`src/rtl/lumen_pkg.sv`:
```
package lumen_pkg;
  localparam int CMD_W  = 8;
  localparam int ADDR_W = 5;
  localparam int STEP_W = CMD_W - ADDR_W;

  typedef enum logic [STEP_W-1:0] {
    STEP_HOLD = 3'b000,
    STEP_NEXT = 3'b100
  } step_mode_e;

  typedef struct packed {
    logic              ok;
    logic              step;
    logic              mode_sel;
    logic [ADDR_W-1:0] addr;
  } cmd_t;
endpackage

```
`src/rtl/lumen_cmd_decode.sv`:
```
module lumen_cmd_decode
  import lumen_pkg::*;
#(
  parameter logic [ADDR_W-1:0] MODE_ADDR = 5'h1A
) (
  input  logic [CMD_W-1:0] cmd_byte_i,
  output cmd_t             cmd_o
);
  logic [STEP_W-1:0] step_code;
  logic [ADDR_W-1:0] addr;

  assign step_code = cmd_byte_i[CMD_W-1 -: STEP_W];
  assign addr      = cmd_byte_i[ADDR_W-1:0];

  always_comb begin
    cmd_o.addr     = addr;
    cmd_o.ok       = (step_code == STEP_HOLD) || (step_code == STEP_NEXT);
    cmd_o.step     = (step_code == STEP_NEXT);
    cmd_o.mode_sel = (step_code == STEP_HOLD) && (addr == MODE_ADDR);
  end
endmodule

```
`src/rtl/lumen_ptr_unit.sv`:
```
module lumen_ptr_unit
  import lumen_pkg::*;
#(
  parameter int NUM_CH = 16,
  parameter int IW     = $clog2(NUM_CH)
) (
  input  logic              clk,
  input  logic              rst_n,
  input  logic              clr_i,
  input  logic              start_i,
  input  logic              stop_i,
  input  logic              wr_fire_i,
  input  logic              rd_fire_i,
  input  cmd_t              cmd_i,
  output logic [ADDR_W-1:0] ptr_o,
  output logic              in_bank_o,
  output logic              bank_we_o,
  output logic              mode_byte_o
);
  logic              await_cmd_q;
  logic              cmd_ok_q;
  logic              step_q;
  logic              mode_sel_q;
  logic [ADDR_W-1:0] ptr_q;
  logic              in_bank;
  logic              quiet;
  logic              data_byte;
  logic              advance;
  logic [IW-1:0]     idx_next;

  assign in_bank   = (ptr_q[ADDR_W-1:IW] == '0);
  assign quiet     = !start_i && !stop_i && !clr_i;
  assign data_byte = quiet && wr_fire_i && !await_cmd_q;
  assign bank_we_o = data_byte && cmd_ok_q && in_bank;
  assign mode_byte_o = data_byte && mode_sel_q;
  assign advance   = cmd_ok_q && step_q && in_bank &&
                     (bank_we_o || (quiet && !wr_fire_i && rd_fire_i));
  assign idx_next  = ptr_q[IW-1:0] + IW'(1);
  assign ptr_o     = ptr_q;
  assign in_bank_o = in_bank;

  always_ff @(posedge clk or negedge rst_n) begin
    if (!rst_n) begin
      await_cmd_q <= 1'b0;
      cmd_ok_q    <= 1'b0;
      step_q      <= 1'b0;
      mode_sel_q  <= 1'b0;
      ptr_q       <= '0;
    end else if (clr_i) begin
      await_cmd_q <= 1'b0;
      cmd_ok_q    <= 1'b0;
      step_q      <= 1'b0;
      mode_sel_q  <= 1'b0;
      ptr_q       <= '0;
    end else if (start_i) begin
      await_cmd_q <= 1'b1;
      mode_sel_q  <= 1'b0;
    end else if (stop_i) begin
      await_cmd_q <= 1'b0;
      mode_sel_q  <= 1'b0;
    end else if (wr_fire_i && await_cmd_q) begin
      await_cmd_q <= 1'b0;
      cmd_ok_q    <= cmd_i.ok;
      mode_sel_q  <= cmd_i.mode_sel;
      if (cmd_i.ok) begin
        ptr_q  <= cmd_i.addr;
        step_q <= cmd_i.step;
      end
    end else begin
      if (wr_fire_i) mode_sel_q <= 1'b0;
      if (advance) ptr_q <= {{(ADDR_W-IW){1'b0}}, idx_next};
    end
  end

  AST_STEP_STAYS_IN_BANK: assert property (@(posedge clk) disable iff (!rst_n)
    advance |=> (ptr_q[ADDR_W-1:IW] == '0));
  AST_HOLD_KEEPS_PTR: assert property (@(posedge clk) disable iff (!rst_n)
    (quiet && !wr_fire_i && rd_fire_i && !step_q) |=> $stable(ptr_q));
endmodule

```
`src/rtl/lumen_bright_bank.sv`:
```
module lumen_bright_bank #(
  parameter int NUM_CH = 16,
  parameter int DW     = 8,
  parameter int IW     = $clog2(NUM_CH)
) (
  input  logic                 clk,
  input  logic                 rst_n,
  input  logic                 clr_i,
  input  logic                 we_i,
  input  logic [IW-1:0]        wr_idx_i,
  input  logic [DW-1:0]        wr_data_i,
  input  logic [IW-1:0]        rd_idx_i,
  output logic [DW-1:0]        rd_data_o,
  output logic [NUM_CH*DW-1:0] bright_o
);
  logic [DW-1:0] level_q [NUM_CH];

  for (genvar g = 0; g < NUM_CH; g++) begin : g_chan
    always_ff @(posedge clk or negedge rst_n) begin
      if (!rst_n)                                  level_q[g] <= '0;
      else if (clr_i)                              level_q[g] <= '0;
      else if (we_i && (wr_idx_i == IW'(g)))       level_q[g] <= wr_data_i;
    end
    assign bright_o[g*DW +: DW] = level_q[g];
  end

  assign rd_data_o = level_q[rd_idx_i];

  AST_BANK_QUIET: assert property (@(posedge clk) disable iff (!rst_n)
    (!we_i && !clr_i) |=> $stable(bright_o));
endmodule

```
`src/rtl/lumen_mode_guard.sv`:
```
module lumen_mode_guard #(
  parameter int            DW       = 8,
  parameter logic [DW-1:0] MODE_RST = 8'h03
) (
  input  logic          clk,
  input  logic          rst_n,
  input  logic          start_i,
  input  logic          stop_i,
  input  logic          mode_byte_i,
  input  logic [DW-1:0] data_i,
  output logic [DW-1:0] mode_o,
  output logic          clr_now_o,
  output logic          local_rst_o
);
  localparam int CHK_ZERO = 6;
  localparam int CHK_ONE  = 1;
  localparam int LRST_BIT = DW - 1;

  logic [DW-1:0] mode_q;
  logic [DW-1:0] pend_q;
  logic          pend_v_q;
  logic          lrst_q;
  logic          accept;

  assign accept    = mode_byte_i && !data_i[CHK_ZERO] && data_i[CHK_ONE];
  assign clr_now_o = stop_i && !start_i && pend_v_q && pend_q[LRST_BIT];
  assign mode_o    = mode_q;
  assign local_rst_o = lrst_q;

  always_ff @(posedge clk or negedge rst_n) begin
    if (!rst_n) begin
      mode_q   <= MODE_RST;
      pend_q   <= '0;
      pend_v_q <= 1'b0;
      lrst_q   <= 1'b0;
    end else begin
      lrst_q <= clr_now_o;
      if (start_i) begin
        pend_v_q <= 1'b0;
      end else if (stop_i) begin
        pend_v_q <= 1'b0;
        if (pend_v_q) mode_q <= pend_q[LRST_BIT] ? MODE_RST : pend_q;
      end else if (accept) begin
        pend_q   <= data_i;
        pend_v_q <= 1'b1;
      end
    end
  end

  AST_MODE_ONLY_AT_STOP: assert property (@(posedge clk) disable iff (!rst_n)
    !stop_i |=> $stable(mode_o));
  AST_MODE_CHECK_BITS: assert property (@(posedge clk) disable iff (!rst_n)
    (!mode_o[CHK_ZERO] && mode_o[CHK_ONE]));
  AST_LRST_ONE_CYCLE: assert property (@(posedge clk) disable iff (!rst_n)
    local_rst_o |=> !local_rst_o);
endmodule

```
`src/rtl/lumen_regfile.sv`:
```
module lumen_regfile
  import lumen_pkg::*;
#(
  parameter int                NUM_CH    = 16,
  parameter logic [ADDR_W-1:0] MODE_ADDR = 5'h1A,
  parameter logic [CMD_W-1:0]  MODE_RST  = 8'h03
) (
  input  logic                    clk,
  input  logic                    rst_n,
  input  logic                    start_i,
  input  logic                    stop_i,
  input  logic                    wr_valid_i,
  input  logic [CMD_W-1:0]        wr_data_i,
  output logic                    wr_ready_o,
  output logic                    rd_valid_o,
  input  logic                    rd_ready_i,
  output logic [CMD_W-1:0]        rd_data_o,
  output logic [NUM_CH*CMD_W-1:0] bright_o,
  output logic                    slow_pwm_o,
  output logic                    bcast_en_o,
  output logic                    local_rst_o
);
  localparam int DW        = CMD_W;
  localparam int IW        = $clog2(NUM_CH);
  localparam int SLOW_BIT  = 3;
  localparam int BCAST_BIT = 0;

  logic              live_q;
  logic              wr_fire;
  logic              rd_fire;
  cmd_t              cmd;
  logic [ADDR_W-1:0] ptr;
  logic              in_bank;
  logic              bank_we;
  logic              mode_byte;
  logic              clr_now;
  logic [DW-1:0]     mode_val;
  logic [DW-1:0]     bank_rd;

  always_ff @(posedge clk or negedge rst_n) begin
    if (!rst_n) live_q <= 1'b0;
    else        live_q <= 1'b1;
  end

  assign wr_ready_o = live_q;
  assign rd_valid_o = live_q;
  assign wr_fire    = wr_valid_i && live_q;
  assign rd_fire    = rd_ready_i && live_q;

  lumen_cmd_decode #(.MODE_ADDR(MODE_ADDR)) u_decode (
    .cmd_byte_i (wr_data_i),
    .cmd_o      (cmd)
  );

  lumen_ptr_unit #(.NUM_CH(NUM_CH), .IW(IW)) u_ptr (
    .clk         (clk),
    .rst_n       (rst_n),
    .clr_i       (clr_now),
    .start_i     (start_i),
    .stop_i      (stop_i),
    .wr_fire_i   (wr_fire),
    .rd_fire_i   (rd_fire),
    .cmd_i       (cmd),
    .ptr_o       (ptr),
    .in_bank_o   (in_bank),
    .bank_we_o   (bank_we),
    .mode_byte_o (mode_byte)
  );

  lumen_bright_bank #(.NUM_CH(NUM_CH), .DW(DW), .IW(IW)) u_bank (
    .clk       (clk),
    .rst_n     (rst_n),
    .clr_i     (clr_now),
    .we_i      (bank_we),
    .wr_idx_i  (ptr[IW-1:0]),
    .wr_data_i (wr_data_i),
    .rd_idx_i  (ptr[IW-1:0]),
    .rd_data_o (bank_rd),
    .bright_o  (bright_o)
  );

  lumen_mode_guard #(.DW(DW), .MODE_RST(MODE_RST)) u_mode (
    .clk         (clk),
    .rst_n       (rst_n),
    .start_i     (start_i),
    .stop_i      (stop_i),
    .mode_byte_i (mode_byte),
    .data_i      (wr_data_i),
    .mode_o      (mode_val),
    .clr_now_o   (clr_now),
    .local_rst_o (local_rst_o)
  );

  always_comb begin
    if (in_bank)                rd_data_o = bank_rd;
    else if (ptr == MODE_ADDR)  rd_data_o = mode_val;
    else                        rd_data_o = '0;
  end

  assign slow_pwm_o = mode_val[SLOW_BIT];
  assign bcast_en_o = mode_val[BCAST_BIT];

  AST_LIVE_STAYS: assert property (@(posedge clk) disable iff (!rst_n)
    rd_valid_o |=> (rd_valid_o && wr_ready_o));
  AST_LRST_CLEARS_BANK: assert property (@(posedge clk) disable iff (!rst_n)
    local_rst_o |-> (bright_o == '0 && slow_pwm_o == 1'b0 && bcast_en_o == 1'b1));
endmodule

```
`config.mk`:
```
export PLATFORM = sky130hd
export DESIGN_NAME = lumen_regfile
export DESIGN_NICKNAME = d
export VERILOG_FILES = /design/src/rtl/lumen_pkg.sv /design/src/rtl/lumen_cmd_decode.sv /design/src/rtl/lumen_ptr_unit.sv /design/src/rtl/lumen_bright_bank.sv /design/src/rtl/lumen_mode_guard.sv /design/src/rtl/lumen_regfile.sv
export SDC_FILE = /design/constraint.sdc
export NUM_CORES = 1
export LEC_CHECK = 0
export CAP_MARGIN = 5
export CORE_MARGIN = 1.5
export CORE_UTILIZATION = 56
export CTS_CLUSTER_DIAMETER = 30
export CTS_CLUSTER_SIZE = 10
export DETAILED_ROUTE_END_ITERATION = 10
export GPL_ROUTABILITY_DRIVEN = 0
export PLACE_DENSITY_LB_ADDON = 0.08
export SLEW_MARGIN = 30
export SYNTH_ARGS = -nofsm -noshare
export SYNTH_HDL_FRONTEND = slang
export SYNTH_SLANG_ARGS = --single-unit
```
`constraint.sdc`:
```
create_clock -name clk -period 7.7 [get_ports clk]
set_input_delay 0.77 -clock clk [delete_from_list [all_inputs] [get_ports clk]]
set_output_delay 0.77 -clock clk [all_outputs]
set_load 0.03 [all_outputs]
```
==> After elaboration in Yosys (flattened, before gate mapping) <==
Cells that the tools add are included.
{ "op_classes": {"bitwise": 4, "n_eq_ne": 21, "mux": 65, "n_reduce_logical": 74, "magnitude_cmp": 1, "add_sub_neg": 1} }
{ "ops": {"columns": ["op", "count"], "rows": [
  ["$mux W8", 36],
  ["$logic_and A1 B1 Y1", 37],
  ["$reduce_bool A2 Y1", 18],
  ["$bmux W8 S4", 1],
  ["$eq A4 B4 Y1 const B", 8],
  ["$mux W5", 6],
  ["$mux W1", 21],
  ["$eq A4 B3 Y1 const B", 4],
  ["$eq A5 B5 Y1 const B", 2],
  ["$reduce_and A3 Y1", 3],
  ["$eq A4 B2 Y1 const B", 2],
  ["$reduce_and A4 Y1", 2],
  ["$mux W7", 1],
  ["$logic_not A1 Y1", 6],
  ["$reduce_bool A3 Y1", 2],
  ["$ge A5 B5 Y1 const B", 1],
  ["$not A4 Y5", 1],
  ["$reduce_bool A5 Y1", 1],
  ["$add A4 B1 Y4 const B", 1],
  ["$eq A4 B1 Y1 const B", 1],
  ["$logic_not A4 Y1", 1],
  ["$ne A2 B1 Y1 const B", 2],
  ["$reduce_bool A4 Y1", 1],
  ["$eq A3 B3 Y1 const B", 1],
  ["other kinds (4)", 7]
]} }
{ "totals": {"out_inout_bits": 141, "inputBits": 14, "wordCells": 192, "regBits": 156} }

==> Logic depth before layout (Yosys ltp) <==
{ "logic_depth": {"depth_word": 17, "ltp_mapped": 10, "depth_no_buf": 6} }

==> Modules after synthesis <==
A second synthesis with hierarchy kept.
{ "unflattened": {"hier_cells": 834, "area_unflattened_um2": 8159.1} }
{ "modules_own_cells": {"columns": ["mod", "n_inst", "cells_per_inst", "area_per_inst_um2", "seq_area_each_um2"], "rows": [
  ["lumen_bright_bank", 1, 682, 6632.6, 3203.1],
  ["lumen_mode_guard", 1, 57, 671.9, 427.9],
  ["lumen_ptr_unit", 1, 68, 613.1, 225.2],
  ["lumen_regfile", 1, 18, 173.9, 25.0],
  ["lumen_cmd_decode", 1, 9, 67.6, 0.0]
]} }

==> Worst setup path before layout <==
OpenSTA, ideal clock, no wires.
{ "synth_timing": {"path_type": "register to output", "start": "register u_ptr.ptr_q[0] (netlist: u_ptr.ptr_o[0])", "end": "output port rd_data_o[2]", "arrival_ns": 2.394, "path_slack_ns": 4.536, "n_path_buf": 5, "t_required_ns": 6.930, "path_stages_with_launch": 11, "path_cell_list": "dfrtp_1 buf_4 buf_2 buf_2 inv_1 ha_1 clkbuf_1 and3_1 clkbuf_1 a211oi_1 nand3_1"} }
{ "synth_via": {"elab_chain_cells": 5, "elab_cells_between_ends": 7, "classes_between": "1 x eq/ne; 5 x mux; 1 x bitwise"} }
{ "synth_rtl": {"columns": ["item", "line_no", "source"], "rows": [
  ["start: declaration", "lumen_ptr_unit.sv:24", "logic [ADDR_W-1:0] ptr_q;"],
  ["start signal: assignment", "lumen_ptr_unit.sv:66", "ptr_q <= cmd_i.addr;"],
  ["start signal: assignment", "lumen_ptr_unit.sv:71", "if (advance) ptr_q <= {{(ADDR_W-IW){1'b0}}, idx_next};"],
  ["$not A4 Y5 (not written as such)", "lumen_bright_bank.sv:27", "assign rd_data_o = level_q[rd_idx_i];"],
  ["$bmux W8 S4", "lumen_bright_bank.sv:27", null],
  ["$mux W8 (not written as such) (2 in a row)", "lumen_bright_bank.sv:27", null],
  ["$mux W8 (*)", "lumen_regfile.sv:95", "if (in_bank) rd_data_o = bank_rd;"],
  ["end: declaration", "lumen_regfile.sv:17", "output logic [CMD_W-1:0] rd_data_o,"]
]} }
Every way passes the cells marked *; elsewhere a longest branch is shown, timed or not. The select of a mux whose other input is x is not followed.

==> Worst setup path after layout <==
{ "layout_timing": {"start": "register u_ptr.ptr_q[0] (netlist: u_ptr.ptr_o[0])", "end": "output port rd_data_o[6]"} }
Same word-level chain as after synthesis.

==> results.py <==
metrics = {
    "sta": {
        "hold_violations": 0,
        "setup_viol_count_final": 0,
        "max_slew.worst_pin.slew_ps": 999.2,
        "min_period_ps": 4252,
        "fin_skew_ps": 5.983,
        "setup_ws_ps": 3448,
        "rsz0062_at_grt": "false",
        "final.setup.tns_ps": 0,
        "post-route-period-util_pct": 55.22,
        "slew_viol_final": 0,
        "timing.fmax_mhz": 235.2,
        "slew_headroom_pct": 33.18,
    },
    "global_routing": {
        "grt_antenna_before_repair": 0,
        "grt_pass1_vias": 6408,
        "grt_max_degree": 103,
        "grt_overflow": 0,
        "grt_pass1_wl_mm": 35.54,
        "gr-usage-all-layers_pct": 32.19,
    },
    "critical_path": {
        "cp-end-kind": "output pin",
        "r2r-start": "u_ptr.ptr_o[1]",
        "startpoint_type": "register",
        "cp-startpoint": "u_ptr.ptr_o[0]",
        "worstPathRequired_ps": 6930,
        "critical_path_class": "reg -> out",
        "arrival_ps": 3480,
        "ff2ff_setup_slack_ps": 5000,
        "worst-path-max-fanout": 48,
    },
    "clocking": {
        "cts.clk_slew.worst_paths_ps": 60,
        "hold_buffers": 0,
        "clockRootBuffer": "clkbuf_16",
        "postCtsSetupRepairBufs": 0,
        "clkSinkCount": 155,
        "htree_levels": 4,
        "cts_tree": "yes",
        "insertion_delay_ps": 430,
        "ctsResizeCount": 0,
        "clk_path_buf_depth": 2,
        "cts_buffers": 17,
    },
    "routing": {
        "wirelength_mm": 22.70,
        "wl_per_cell_um": 21.56,
        "wl_met2_mm": 11.06,
        "wl_met1_mm": 9.614,
        "drt-initial-drc-count": 625,
        "vias_per_cell": 6.064,
        "met3_length_mm": 1.521,
        "via_count": 6385,
        "drc_errors": 0,
        "ant_nets": 0,
        "drtPass1Iterations": 5,
        "top_layer": "met4",
    },
    "die": {
        "core_mm2": 0.01377,
        "initial_core_util_pct": 56.96,
        "fp.dieH_um": 121.4,
        "die-area_mm2": 0.01473,
        "die_w_um": 121.4,
        "pin_count": 155,
        "rows": 43,
    },
    "cells_and_area": {
        "fill_cells": 1011,
        "drive_gt1_share_pct": 9.278,
        "area_delta_synth_final_pct": 27.93,
        "multi_input_area_mm2": 0.003669,
        "final_util_pct": 72.87,
        "layout_commonest_cell": "clkdlybuf4s50_1",
        "seqCellArea_mm2": 0.003882,
        "nets": 878,
        "antenna_cells": 0,
        "final_cell_mix": "clkdlybuf4s50_1 (153), dfrtp_1 (152), mux2i_1 (136)",
    },
    "power": {
        "combPwrFrac_pct": 18.2,
        "pwr-share-clk_pct": 41.7,
        "p_sw_share_pct": 28.26,
        "p_switching_mw": 0.6038,
        "internal_power_mw": 1.533,
        "p_per_area_mw_per_mm2": 212.9,
        "vdd_ir_drop_max_mv": 0.1492,
        "p_leak_nw": 5.213,
        "p_seq_share_pct": 40.1,
    },
    "synth": {
        "synth_cell_type_count": 46,
        "synth-simple-area-share_pct": 18.69,
        "synth.net_count": 759,
        "synthMuxAreaShare_pct": 22.09,
        "yosysWarningCount": 0,
        "synth_ff_type": "dfrtp_1",
        "postSynthCellCount": 741,
        "syn-mean-instance-area_um2": 10.59,
        "synth_compound_area_share_pct": 5.295,
        "synth-seq-cells": 155,
        "synth_top_family_by_area": "multiplexers",
        "synth_edf_count": 0,
        "ys_seq_area_share_pct": 49.47,
        "async_reset_ff_share_pct": 100.0,
        "syn_area_mm2": 0.007845,
        "synth_fa_ha_area_share_pct": 0.6380,
        "synth-xor-area-share_pct": 0,
    },
    "placed_design": {
        "io_buffers": 154,
        "dp_hpwl_mm": 14.94,
        "pre_cts_ws_ps": 3869,
    },
    "hold_path": {
        "min_path_type": "in -> async",
    },
    "job": {
        "cap_violations": 0,
    },
    "status": {
        "outcome": "complete, no violations",
    },
}
-- worst max-delay path: stages (launching register included) --
cell and delay (ps):
dfrtp_2 340, buf_4 660, inv_1 220, ha_1 400
and3_1 300, a211oi_1 340, nand3_1 170, clkdlybuf4s50_1 620
-- power by group through the flow --
stage / Clock [mW] / Sequential [mW] / Combinational (mW)
detailed placement: 0 / 0.870 / 0.383
global placement: 0 / 0.869 / 0.377
floorplan: 0 / 0.871 / 0.243
CTS: 0.896 / 0.856 / 0.386
global route: 0.932 / 0.858 / 0.412
finish: 0.891 / 0.856 / 0.389
-- stage by stage --
stage	std cells	total power [mW]	hold slack, ps	instance area, µm²
floorplan	741	1.114	435.7	7845
global placement	1021	1.246	453.7	9394
detailed placement	1021	1.253	457.1	9394
CTS	1053	2.138	388.9	10030
global route	1053	2.202	417.7	10040
finish	1053	2.137	358.7	10040
-- cell usage after synthesis (2+ instances only) --
cell type,number,area share (%)
inv_1,6,0.29
buf_4,3,0.29
buf_2,19,1.2
nand4_2,2,0.32
a22oi_1,8,0.77
nand2b_1,3,0.24
nand2_1,74,3.5
nand3_1,35,2.2
nand4_1,14,1.1
nor4_1,6,0.48
a211oi_1,4,0.38
o21ai_0,40,2.6
buf_1,5,0.24
nand4_4,10,2.7
nor2b_1,10,0.80
mux2i_1,136,17
or2_2,2,0.16
mux2_2,11,1.6
and2_1,3,0.24
and3_1,3,0.24
and4_1,2,0.22
a21oi_1,11,0.70
nand3b_1,2,0.19
ha_1,4,0.64
mux4_2,11,3.2
nor2_1,113,5.4
clkbuf_1,32,1.5
dfstp_2,2,0.67
dfrtp_1,153,49
-- registers in the layout, indices dropped and copies added, names as in the netlist --
signal,flops
u_bank.bright_o,128
rd_valid_o,1
u_ptr.mode_sel_q,1
u_ptr.step_q,1
u_mode.local_rst_o,1
u_mode.pend_v_q,1
u_mode.mode_o,7
u_ptr.cmd_ok_q,1
u_ptr.ptr_o,5
u_ptr.await_cmd_q,1
u_mode.pend_q,8
-- metal layers --
metal,track usage [%],up-vias
met1,43.52,3258
met4,10.88,0
met2,51.48,267
met3,7.237,31
met5,0,-
li1,-,2829
-- area by class of cell --
class                           count  area share [%]
Sequential cell                   155           38.69
Multi-Input combinational cell    519           36.55
Timing Repair Buffer              161           15.97
Clock buffer                       26           5.274
Tap cell                          180           2.244
Clock inverter                      6           1.047
Inverter                            6          0.2244
-- path summary, 6_finish.rpt --
kind                       depth (start not counted)                   to
max in group asynchronous                          2  u_bank.bright_o[15]
min in group clk                                   1     u_mode.pend_q[1]
min reg2reg                                        1     u_mode.pend_q[1]
max                                                7         rd_data_o[6]
max reg2reg                                        6  u_bank.bright_o[32]
min                                                1  u_bank.bright_o[42]
-- cells by family (layout without fill, tap and decap cells) --
logic type               Yosys count  in the layout
AO/OA/AOI/OAI                     71             71
multiplexers                     158            158
other                              1              1
AND/OR/NAND/NOR                  285            285
flip-flops                       155            155
buffers and inverters             67            199
adder cells (fa/ha/maj)            4              4
Note: power is estimated with default switching activity, not from simulation.
